--- config.mk ---
export PLATFORM = sky130hd
export DESIGN_NAME = coh_rd_seq
export DESIGN_NICKNAME = d
export VERILOG_FILES = /design/src/rtl/coh_rd_pkg.sv /design/src/rtl/coh_rd_decode.sv /design/src/rtl/coh_rd_probe.sv /design/src/rtl/coh_rd_line_rom.sv /design/src/rtl/coh_rd_seq.sv
export SDC_FILE = /design/constraint.sdc
export NUM_CORES = 1
export LEC_CHECK = 0
export BUFFER_PORTS_ARGS = -buffer_cell sky130_fd_sc_hd__buf_2
export CAP_MARGIN = 5
export CORE_UTILIZATION = 40
export DETAILED_ROUTE_END_ITERATION = 8
export SLEW_MARGIN = 20
export SYNTH_ARGS = -nofsm -noshare
export SYNTH_HDL_FRONTEND = slang
export SYNTH_HIERARCHICAL = 1
export SYNTH_SLANG_ARGS = --single-unit
export TNS_END_PERCENT = 100
--- constraint.sdc ---
create_clock -name clk -period 2.4 [get_ports clk]
set_clock_uncertainty 0.05 [all_clocks]
set_input_delay 0.48 -clock clk [delete_from_list [all_inputs] [get_ports clk]]
set_output_delay 0.48 -clock clk [all_outputs]
set_load 0.02 [all_outputs]
--- src/rtl/coh_rd_pkg.sv ---
package coh_rd_pkg;

  localparam logic [2:0] CMD_RD_SHARED = 3'd0;
  localparam logic [2:0] CMD_RD_UNIQUE = 3'd1;
  localparam logic [2:0] CMD_RD_ONCE   = 3'd2;
  localparam logic [2:0] CMD_MK_UNIQUE = 3'd3;
  localparam logic [2:0] CMD_BARRIER   = 3'd4;

  localparam logic [1:0] RSP_SUCCESS = 2'd0;
  localparam logic [1:0] RSP_DATA    = 2'd1;
  localparam logic [1:0] RSP_ERROR   = 2'd2;

  // coherency status bit positions
  localparam int ST_VALID  = 0;
  localparam int ST_UNIQUE = 1;
  localparam int ST_OWNER  = 2;
  localparam int ST_DIRTY  = 3;

  typedef enum logic [2:0] {
    S_IDLE,
    S_PROBE,
    S_FETCH,
    S_RSP,
    S_ACK
  } seq_state_e;

  typedef struct packed {
    logic       need_probe;
    logic       has_data;
    logic [1:0] kind;
    logic [3:0] status;
  } rsp_plan_t;

endpackage

--- src/rtl/coh_rd_decode.sv ---
module coh_rd_decode
  import coh_rd_pkg::*;
#(
  parameter int ADDR_W    = 8,
  parameter int MEM_BASE  = 64,
  parameter int MEM_DEPTH = 32,
  parameter int IDX_W     = 5
) (
  input  logic [2:0]        kind,
  input  logic [ADDR_W-1:0] addr,
  output rsp_plan_t         plan,
  output logic [IDX_W-1:0]  idx
);

  localparam logic [ADDR_W:0] LO_V = (ADDR_W+1)'(MEM_BASE);
  localparam logic [ADDR_W:0] HI_V = (ADDR_W+1)'(MEM_BASE + MEM_DEPTH - 1);

  logic              in_range;
  logic [ADDR_W-1:0] offset;
  rsp_plan_t         data_plan;
  rsp_plan_t         err_plan;

  assign in_range = ({1'b0, addr} >= LO_V) && ({1'b0, addr} <= HI_V);
  assign offset   = addr - ADDR_W'(MEM_BASE);
  assign idx      = offset[IDX_W-1:0];

  always_comb begin
    err_plan            = '0;
    err_plan.kind       = RSP_ERROR;
    data_plan           = '0;
    data_plan.has_data  = 1'b1;
    data_plan.kind      = RSP_DATA;
    data_plan.status[ST_VALID] = 1'b1;

    plan = err_plan;
    unique case (kind)
      CMD_RD_SHARED, CMD_RD_ONCE: plan = in_range ? data_plan : err_plan;
      CMD_RD_UNIQUE: begin
        if (in_range) begin
          plan                    = data_plan;
          plan.need_probe         = 1'b1;
          plan.status[ST_UNIQUE]  = 1'b1;
        end
      end
      CMD_MK_UNIQUE: begin
        plan            = '0;
        plan.need_probe = 1'b1;
        plan.kind       = RSP_SUCCESS;
      end
      CMD_BARRIER: begin
        plan      = '0;
        plan.kind = RSP_SUCCESS;
      end
      default: plan = err_plan;
    endcase
  end

endmodule

--- src/rtl/coh_rd_probe.sv ---
module coh_rd_probe #(
  parameter int N_PEERS = 2
) (
  input  logic               clk,
  input  logic               rst,
  input  logic               start,
  output logic [N_PEERS-1:0] prb_valid,
  input  logic [N_PEERS-1:0] prb_ready,
  input  logic [N_PEERS-1:0] done_valid,
  output logic [N_PEERS-1:0] done_ready,
  output logic               all_done
);

  logic [N_PEERS-1:0] pend_q;
  logic [N_PEERS-1:0] sent_q;
  logic [N_PEERS-1:0] done_q;

  for (genvar p = 0; p < N_PEERS; p++) begin : g_peer
    always_ff @(posedge clk) begin
      if (rst) begin
        pend_q[p] <= 1'b0;
        sent_q[p] <= 1'b0;
        done_q[p] <= 1'b0;
      end else if (start) begin
        pend_q[p] <= 1'b1;
        sent_q[p] <= 1'b0;
        done_q[p] <= 1'b0;
      end else begin
        if (pend_q[p] && prb_ready[p]) begin
          pend_q[p] <= 1'b0;
          sent_q[p] <= 1'b1;
        end
        if (sent_q[p] && done_valid[p]) begin
          done_q[p] <= 1'b1;
        end
      end
    end
  end

  assign prb_valid  = pend_q;
  assign done_ready = '1;
  assign all_done   = &done_q;

endmodule

--- src/rtl/coh_rd_line_rom.sv ---
module coh_rd_line_rom #(
  parameter int DATA_W    = 32,
  parameter int MEM_DEPTH = 32,
  parameter int IDX_W     = 5
) (
  input  logic              clk,
  input  logic [IDX_W-1:0]  idx,
  output logic [DATA_W-1:0] q
);

  logic [DATA_W-1:0] lines [MEM_DEPTH];

  function automatic logic [DATA_W-1:0] line_word(input int i);
    logic [31:0] w;
    w = (32'(i) * 32'h9E3779B1) ^ 32'h5A5AC3C3;
    return DATA_W'(w);
  endfunction

  initial begin
    for (int i = 0; i < MEM_DEPTH; i++) lines[i] = line_word(i);
  end

  always_ff @(posedge clk) begin
    q <= lines[idx];
  end

endmodule

--- src/rtl/coh_rd_seq.sv ---
module coh_rd_seq
  import coh_rd_pkg::*;
#(
  parameter int ADDR_W    = 8,
  parameter int DATA_W    = 32,
  parameter int N_PEERS   = 2,
  parameter int MEM_BASE  = 64,
  parameter int MEM_DEPTH = 32
) (
  input  logic               clk,
  input  logic               rst,
  input  logic               rdcmd_valid,
  output logic               rdcmd_ready,
  input  logic [2:0]         rdcmd_kind,
  input  logic [ADDR_W-1:0]  rdcmd_addr,
  output logic               rdrsp_valid,
  input  logic               rdrsp_ready,
  output logic [1:0]         rdrsp_kind,
  output logic [DATA_W-1:0]  rdrsp_data,
  output logic [3:0]         rdrsp_status,
  input  logic               rdack_valid,
  output logic               rdack_ready,
  output logic [N_PEERS-1:0] prbcmd_valid,
  input  logic [N_PEERS-1:0] prbcmd_ready,
  output logic [ADDR_W-1:0]  prbcmd_addr,
  input  logic [N_PEERS-1:0] prbrsp_valid,
  output logic [N_PEERS-1:0] prbrsp_ready
);

  localparam int IDX_W = (MEM_DEPTH > 1) ? $clog2(MEM_DEPTH) : 1;

  seq_state_e        state_q;
  rsp_plan_t         plan_d, plan_q;
  logic [IDX_W-1:0]  idx_d, idx_q;
  logic [ADDR_W-1:0] addr_q;
  logic              accept;
  logic              probe_start;
  logic              probes_done;
  logic [DATA_W-1:0] rom_q;

  coh_rd_decode #(
    .ADDR_W(ADDR_W), .MEM_BASE(MEM_BASE), .MEM_DEPTH(MEM_DEPTH), .IDX_W(IDX_W)
  ) u_decode (
    .kind(rdcmd_kind),
    .addr(rdcmd_addr),
    .plan(plan_d),
    .idx (idx_d)
  );

  coh_rd_probe #(.N_PEERS(N_PEERS)) u_probe (
    .clk       (clk),
    .rst       (rst),
    .start     (probe_start),
    .prb_valid (prbcmd_valid),
    .prb_ready (prbcmd_ready),
    .done_valid(prbrsp_valid),
    .done_ready(prbrsp_ready),
    .all_done  (probes_done)
  );

  coh_rd_line_rom #(
    .DATA_W(DATA_W), .MEM_DEPTH(MEM_DEPTH), .IDX_W(IDX_W)
  ) u_rom (
    .clk(clk),
    .idx(idx_q),
    .q  (rom_q)
  );

  assign rdcmd_ready = (state_q == S_IDLE);
  assign accept      = rdcmd_valid && rdcmd_ready;
  assign probe_start = accept && plan_d.need_probe;

  always_ff @(posedge clk) begin
    if (rst) begin
      state_q <= S_IDLE;
      plan_q  <= '0;
      idx_q   <= '0;
      addr_q  <= '0;
    end else begin
      unique case (state_q)
        S_IDLE: begin
          if (accept) begin
            plan_q  <= plan_d;
            idx_q   <= idx_d;
            addr_q  <= rdcmd_addr;
            state_q <= plan_d.need_probe ? S_PROBE : S_FETCH;
          end
        end
        S_PROBE: if (probes_done) state_q <= S_FETCH;
        S_FETCH: state_q <= S_RSP;
        S_RSP:   if (rdrsp_ready) state_q <= S_ACK;
        S_ACK:   if (rdack_valid) state_q <= S_IDLE;
        default: state_q <= S_IDLE;
      endcase
    end
  end

  assign rdrsp_valid  = (state_q == S_RSP);
  assign rdrsp_kind   = plan_q.kind;
  assign rdrsp_status = plan_q.status;
  assign rdrsp_data   = plan_q.has_data ? rom_q : '0;
  assign rdack_ready  = 1'b1;
  assign prbcmd_addr  = addr_q;

endmodule

==> impl_metrics.json, run 1 <==
{
  "run_status": "complete, no violations",
  "nNetsFinal": 499,
  "grt_overflow": 0,
  "p_per_area_nw_per_um2": 733,
  "hp-class": "primary input to register",
  "power_mw": 2.84,
  "area_growth_pct": 14.6,
  "synth_edf_count": 0,
  "cts_setup_buffers": 0,
  "fin_crit_ps": 1940,
  "drv_slew": 0,
  "layout_setup_ws_ps": 464,
  "drive_gt1_share_pct": 23.2,
  "cts.sinks": 61,
  "first_pass_iters": 5,
  "route.vias.total": 3016,
  "via_per_inst": 5.21,
  "ioPinCount": 73,
  "r2r-start": "idx_q[0]",
  "yosysMostFrequentCell": "nand2_1",
  "htreeDepth": 3,
  "antenna_found_initial": 0,
  "crit_type": "register to output pin",
  "grt_pass1_vias": 2717,
  "clk_pin_slew_worst_paths_ps": 70,
  "ys.warnings.count": 6,
  "gp_congestion": 0.861,
  "ys_types": 59,
  "finalHoldViolations": 0,
  "post_cts_resized": 0,
  "cts_tree": "yes",
  "netlist_top_cells_count": "72 x nand2_1, 61 x dfxtp_1, 45 x a21oi_1",
  "setup_viol": 0,
  "rsz0062_at_grt": "no",
  "holdWs_ps": 338,
  "fmax_ghz": 0.516,
  "endpoint_kind": "output pin",
  "ant_nets": 0,
  "async_reset_ff_share_pct": 0,
  "antennaDiodeCount": 0,
  "startpoint": "plan_q[6]",
  "die_area_um2": 8830,
  "grt_pass1_wl_um": 13300,
  "wirelength_um": 8270,
  "synthTopCellsByArea": "dfxtp_1 36%, nand2_1 8.0%, a21oi_1 6.7%",
  "min_period_over_period_pct": 80.7,
  "hpwl_um": 5990,
  "synth_top_area_share_pct": 36.1,
  "worst-path-buf-inv": 2,
  "path_max_fanout": 24,
  "cpLargestDelayFamily": "flip-flops",
  "synth_seq_cells": 61,
  "cts_buffers": 9,
  "synth_cells": 423,
  "startpoint_type": "register",
  "postCtsHoldBufs": 0,
  "insertion_delay_ps": 340,
  "tns_ps": 0,
  "vdd_drop_max_v": 0.000349,
  "slew_headroom_pct": 64.5,
  "synth.yosys.seq_area_share_pct": 36.1,
  "leakage_nw": 1.75,
  "netlist_area_um2": 3380,
  "place.port_buffers": 69,
  "core.rowCount": 33,
  "ys.flop_type": "dfxtp_1",
  "critical_path.max_stage_delay_ps": 490,
  "fin_cells": 579,
  "crit_required_ps": 1870,
  "wl_per_cell_um": 14.3,
  "hold_path_startpoint": "rdcmd_addr[1]",
  "dp_slack_ps": 607,
  "die_w_um": 94.0,
  "track_usage_pct": 19.6,
  "clockRootBuffer": "clkbuf_8",
  "cp_data_arrival_time_ps": 1410,
  "start_util_pct": 41.2,
  "placed_cells": 563,
  "cap_violations": 0,
  "grt_max_degree": 55,
  "postSynthAreaPerCell_um2": 8.00,
  "die_h_um": 94.0,
  "crit_slowest_cell": "dfxtp_1",
  "synth_top_area_cell": "dfxtp_1",
  "drc": 0,
  "initialDrtViolationCount": 246,
  "core_area_um2": 8220,
  "tightest_slew_ps": 531,
  "cts_buffer_depth": 2,
  "crit_path_cell_trace": "buf_4 -> and2_1 -> buf_2"
}
registers in the layout, summed over array words and instances, names as in the netlist:
signal,cells
u_probe/prb_valid,2
u_probe/done_q,2
u_rom/q,32
u_probe/sent_q,2
state_q,3
plan_q,1
rdrsp_status,4
rdrsp_kind,2
idx_q,5
prbcmd_addr,8
worst paths after layout:
check / depth (start not counted) / endpoint / slack (ps)
setup / recovery: 3 / rdrsp_data[25] / 460
hold / removal: 3 / prbcmd_addr[1] / 340
setup reg to reg: 6 / u_rom/q[12] / 590
hold reg to reg: 2 / prbcmd_addr[4] / 400
metal layers:
metal	vias up	GRT usage (%)	share of wire, %
met5	-	0	0
met4	0	8.85	2.3
met3	12	5.74	6.9
met2	129	31.5	48
met1	1368	24.1	43
li1	1507	-	-
worst reg2reg max path: stages (launching register included):
cell and delay, ps:
dfxtp_1 310, buf_4 180, ha_1 300, nand2_1 220, a21oi_1 100, a31o_1 210, a2111o_1 340
kinds of logic after synthesis:
family | after synthesis | synth area share, %
other | 3 | 0.333
AOI/OAI and AO/OA | 109 | 19.8
muxes | 7 | 2.62
buffers and inverters | 59 | 10.8
xor gates and xnor gates | 1 | 0.259
DFF | 61 | 36.1
and+or+nand+nor | 173 | 26.4
adders and majority gates | 10 | 3.70
power breakdown:
group          switching, mW  internal [mW]
Combinational          0.341          0.212
Sequential            0.0575           1.15
Clock                  0.388          0.697
Total                  0.787           2.06
stage by stage:
stage	cell area (um2)	util [%]
after CTS	3880	47.2
after floorplan	3390	-
after global routing	3880	47.2
after detailed placement	3630	44.2
after global placement	3630	44.2
final	3880	47.2
cell type report:
type,count,area [um2]
inverter,11,41.3
sequential,61,1220
tap,105,131
multi-input combinational,305,1810
timing repair buffer,81,435
fill,855,4340
clock inverter,3,65.1
clock buffer,13,179
placed cells by master, fill, tap and decap left out, drive strengths merged, types with 2 or more instances in the layout:
master  netlist  routed
bufinv        0       2
o22ai         4       4
nand3         4       4
nand2b        8       8
a21oi        45      45
or4b          2       2
conb          3       5
nor4          2       2
nor3          9       9
ha           10      10
and2         36      36
buf          40      81
inv          10      10
o211ai        7       7
a221oi        2       2
mux2          2       2
nor2         19      19
nor3b         2       2
o221ai        2       2
o211a         2       2
or2b          3       3
clkbuf        8      13
dfxtp        61      61
o21ai        24      24
a211oi        3       3
a31oi         3       3
o31ai         3       3
a211o         2       2
and3          2       2
clkinv        1       2
nand2        72      72
nor2b         9       9
mux2i         4       4
No activity file was read; power rests on OpenSTA's default activity.
==> inputs of run 2 (changes only) <==
- clock period: 2.4 -> 1.6 ns (I/O delays scaled with it)
==> impl_metrics.json, run 2 (synthesis results as in run 1) <==
{
  "wl_per_cell_um": 13.9,
  "crit_slowest_cell": "dfxtp_2",
  "ant_nets": 0,
  "tightest_slew_ps": 526,
  "clk_pin_slew_worst_paths_ps": 70,
  "setup_viol": 0,
  "regMostFlops": "u_rom/q",
  "fill_cells": 830,
  "cts_buffer_depth": 2,
  "min_period_over_period_pct": 96.5,
  "track_usage_pct": 19.9,
  "met3_usage_pct": 3.88,
  "largest_register_ffs": 32,
  "htreeDepth": 3,
  "tns_ps": 0,
  "initialDrtViolationCount": 191,
  "endpoint_kind": "output pin",
  "insertion_delay_ps": 330,
  "start_util_pct": 41.2,
  "gp_congestion": 0.923,
  "grt_max_degree": 34,
  "run_status": "complete, no violations",
  "cts_tree": "yes",
  "hpwl_um": 6060,
  "nNetsFinal": 524,
  "finalHoldViolations": 0,
  "crit_required_ps": 1230,
  "fmax_ghz": 0.648,
  "gr-usage-met2_pct": 32.5,
  "hp-class": "primary input to register",
  "grt_pass1_vias": 2780,
  "drv_slew": 0,
  "path_max_fanout": 6,
  "critical_path.max_stage_delay_ps": 350,
  "antenna_found_initial": 0,
  "antennaDiodeCount": 0,
  "dp_slack_ps": 26.2,
  "cts_buffers": 9,
  "fin_crit_ps": 1540,
  "placed_cells": 587,
  "core.rowCount": 33,
  "cp_data_arrival_time_ps": 1170,
  "busiest_layer": "met2",
  "wirelength_um": 8420,
  "drive_gt1_share_pct": 30.5,
  "crit_path_cell_trace": "buf_4 -> nor3_1 -> buf_2",
  "die_h_um": 94.0,
  "area_growth_pct": 23.9,
  "crit_type": "register to output pin",
  "rsz0062_at_grt": "yes",
  "layout_setup_ws_ps": 55.9,
  "die_w_um": 94.0,
  "route.vias.total": 3096,
  "placed_area_um2": 3900,
  "final_cell_area_um2": 4190,
  "die_area_um2": 8830,
  "core_area_um2": 8220,
  "drc": 0,
  "ioPinCount": 73,
  "final_core_util_pct": 51.0,
  "worst-path-buf-inv": 2,
  "leakage_nw": 1.89,
  "p_per_area_nw_per_um2": 1010,
  "via_per_inst": 5.13,
  "grt_overflow": 0,
  "first_pass_iters": 5,
  "cpLargestDelayFamily": "flip-flops",
  "mostFrequentLayoutCell": "nand2_1",
  "postCtsHoldBufs": 0,
  "clockRootBuffer": "clkbuf_8",
  "fin_cells": 604,
  "startpoint_type": "register",
  "cap_violations": 0,
  "cts.sinks": 61,
  "slew_headroom_pct": 65.0,
  "place.port_buffers": 69,
  "vdd_drop_max_v": 0.000442,
  "mostFrequentLayoutCells": "71 x nand2_1, 69 x buf_2, 55 x dfxtp_1, 45 x a21oi_1, 36 x and2_1",
  "grt.met1_usage_pct": 24.8,
  "grt_pass1_wl_um": 13700,
  "cts_setup_buffers": 0
}
run 2: changes by cell type in the layout (fill, tap and decap cells not counted), moves of 4 or more:
cell / before / now
buf_4: 12 / 33
dfxtp_1: 61 / 55
clkbuf_8: 13 / 9
ha_1: 10 / 6
run 2: power breakdown:
group / switching, mW / internal, mW
logic: 0.549 / 0.415
registers: 0.0739 / 1.72
clock network: 0.612 / 0.877
run 2: final timing paths:
path             startpoint              to  slack, ps  cells after the start
max              state_q[1]     rdcmd_ready         60                      3
min           rdcmd_addr[1]        idx_q[1]        180                      3
max reg2reg        idx_q[0]     u_rom/q[12]         70                      5
min reg2reg  prbcmd_addr[3]  prbcmd_addr[3]        400                      2
run 2: layout make-up:
class / instances / area, um2 / share of cell area, %
multi-input cells: 305 / 1880 / 44.9
flip-flops and latches: 61 / 1240 / 29.5
clock inverters: 6 / 87.6 / 2.09
clock buffers: 10 / 128 / 3.04
repair buffers: 106 / 678 / 16.2
well taps: 105 / 131 / 3.13
inverters: 11 / 51.3 / 1.22
run 2: what timing repair did:
action	4_1_cts	5_1_grt
cloned	0	1
pin swaps	0	1
resized for setup	3	15
setup endpoints to repair	34	43
run 2: layer usage:
layer	up-vias	wire (um)
li1	1573	-
met1	1396	3780
met2	105	3860
met3	22	475
met4	0	303
met5	-	0
run 2: metrics by stage:
stage               hold slack (ps)  power (mW)
global placement                391        2.77
finish                          176        4.25
global route                    178        4.48
detailed placement              397        2.78
CTS                             159        4.27
floorplan                       322        2.50
run 2: worst min-delay path, delay by kind of cell:
kind,cells,cell delay [ps]
and+or+nand+nor,1,50
AOI/OAI and AO/OA,1,50
buffers and inverters,1,100
==> inputs of run 3 (changes only) <==
- PLACE_DENSITY: not set -> 0.65
- SYNTH_HIERARCHICAL: 1 -> not set
==> impl_metrics.json, run 3 <==
{
  "run_status": "finished with violations",
  "violations": "negative setup slack",
  "insertion_delay_ps": 310,
  "synth_top_area_share_pct": 35.1,
  "die_w_um": 88.0,
  "finalHoldViolations": 0,
  "endpoint_kind": "register",
  "place.port_buffers": 67,
  "cts.sinks": 52,
  "wirelength_um": 7600,
  "rsz0062_at_grt": "yes",
  "drc": 0,
  "track_usage_pct": 18.8,
  "regArea_um2": 1060,
  "clk_pin_slew_worst_paths_ps": 90,
  "synth.yosys.seq_area_share_pct": 35.1,
  "async_reset_ff_share_pct": 0,
  "path_max_fanout": 5,
  "placed_cells": 531,
  "drive_gt1_share_pct": 35.0,
  "ioPinCount": 73,
  "hp-class": "primary input to register",
  "regMostFlops": "u_rom.q",
  "p_per_area_nw_per_um2": 1000,
  "min_period_over_period_pct": 104,
  "synth_edf_count": 0,
  "cap_violations": 0,
  "power_mw": 3.92,
  "hpwl_um": 5060,
  "r2r_cells": 9,
  "drv_slew": 0,
  "final_cell_area_um2": 3900,
  "grt_pass1_wl_um": 11400,
  "grt.met1_usage_pct": 23.9,
  "gp_congestion": 0.865,
  "whs_path_depth": 3,
  "yosysMostFrequentCell": "dfxtp_1",
  "setup_viol": 9,
  "ys.warnings.count": 0,
  "core.rowCount": 31,
  "synth_seq_cells": 52,
  "netlist_area_um2": 2960,
  "vdd_drop_max_v": 0.000471,
  "fin_cells": 547,
  "synth_cells": 362,
  "grt_pass1_vias": 2441,
  "cts_buffer_depth": 2,
  "netlist_top_cells_count": "52 x dfxtp_1, 45 x nand2_1, 38 x a21oi_1",
  "multi_input_area_um2": 1830,
  "placed_area_um2": 3550,
  "crit_required_ps": 1770,
  "start_util_pct": 41.1,
  "nNetsFinal": 481,
  "htreeDepth": 2,
  "r2r_setup_slack_ps": -60,
  "antennaDiodeCount": 0,
  "ys.flop_type": "dfxtp_1",
  "startpoint": "idx_q[1]",
  "route.vias.total": 2890,
  "antenna_found_initial": 0,
  "cts_buffers": 5,
  "via_per_inst": 5.28,
  "gr-usage-met2_pct": 32.2,
  "ys_types": 46,
  "largest_register_ffs": 32,
  "fmax_ghz": 0.601,
  "grt_overflow": 0,
  "grt_max_degree": 36,
  "postSynthAreaPerCell_um2": 8.18,
  "met3_usage_pct": 3.49,
  "startpoint_type": "register",
  "mostFrequentLayoutCells": "65 x buf_2, 46 x dfxtp_1, 45 x nand2_1, 38 x buf_4, 37 x a21oi_1",
  "initialDrtViolationCount": 262,
  "leakage_nw": 1.74,
  "cp_data_arrival_time_ps": 1840,
  "fin_crit_ps": 1660,
  "tns_ps": -325,
  "layout_setup_ws_ps": -63.3,
  "fill_cells": 677,
  "cts_tree": "yes",
  "crit_type": "register to register",
  "postCtsHoldBufs": 0,
  "synthTopCellsByArea": "dfxtp_1 35%, and2_1 6.8%, a21oi_1 6.4%",
  "die_h_um": 88.0,
  "ant_nets": 0,
  "mostFrequentLayoutCell": "buf_2",
  "holdWs_ps": 195,
  "area_growth_pct": 31.8,
  "wl_per_cell_um": 13.9,
  "first_pass_iters": 6,
  "hold_path_startpoint": "rdcmd_addr[1]",
  "r2r-start": "idx_q[1]",
  "clockRootBuffer": "clkbuf_8",
  "die_area_um2": 7750,
  "synth_top_area_cell": "dfxtp_1",
  "busiest_layer": "met2",
  "core_area_um2": 7210
}
-- run 3: changes by cell type after synthesis, sizes merged, moves of 4 or more --
cell	previous run	this run
mux4	1	6
and2	36	32
nand2	72	45
dfxtp	61	52
nor2	19	27
buf	40	24
a311oi	0	4
a21oi	45	38
-- run 3: cell families after synthesis --
kind of cell / synth area share (%)
AOI/OAI and AO/OA: 18.1
other: 0.254
DFF: 35.2
adders and majority gates: 6.17
buffers and inverters: 8.15
muxes: 7.31
and+or+nand+nor: 24.9
-- run 3: metal layers --
metal  vias to the layer above  share of wire [%]  routed length [um]
met5                         -                  0                   0
met4                         0                3.0                 229
met3                        26                6.2                 473
met2                       130                 48                3660
met1                      1337                 43                3240
li1                       1397                  -                   -
-- run 3: critical path, cell delays in order, from the launching register on --
cell	delay, ps
dfxtp_4	370
inv_4	90
buf_4	170
ha_4	170
nor2b_4	40
buf_4	120
buf_4	120
nor3_1	250
o21ai_0	110
o21ai_0	90
-- run 3: final timing paths --
path | endpoint
worst max register to register | u_rom.q[11]
worst max-delay path | u_rom.q[11]
worst min-delay path | idx_q[1]
worst min register to register | prbcmd_addr[7]
-- run 3: power by group --
part | internal, mW | leakage [nW] | switching [mW]
combinational | 0.602 | 1.24 | 0.691
clock | 0.562 | 0.0636 | 0.418
sequential | 1.54 | 0.433 | 0.0996
-- run 3: timing repair --
action,4_1_cts,5_1_grt
cloned,0,1
gates resized for setup,13,28
endpoints found under the setup margin,47,40
pin swaps,2,4
buffers inserted,3,4
-- run 3: layout make-up --
class / instances / share of cell area, %
Sequential cell: 52 / 27.1
Multi-Input combinational cell: 268 / 46.8
Clock buffer: 7 / 2.50
Inverter: 11 / 1.25
Timing Repair Buffer: 109 / 18.4
Clock inverter: 1 / 0.769
Tap cell: 99 / 3.17
-- run 3: metrics by stage --
stage	util, %	setup WS (ps)
3_5_place_dp	49.2	-75.4
4_1_cts	51.8	-42.4
5_1_grt	54.1	-126
6_report	54.1	-63.3
3_3_place_gp	49.2	-88.0
2_1_floorplan	-	-258
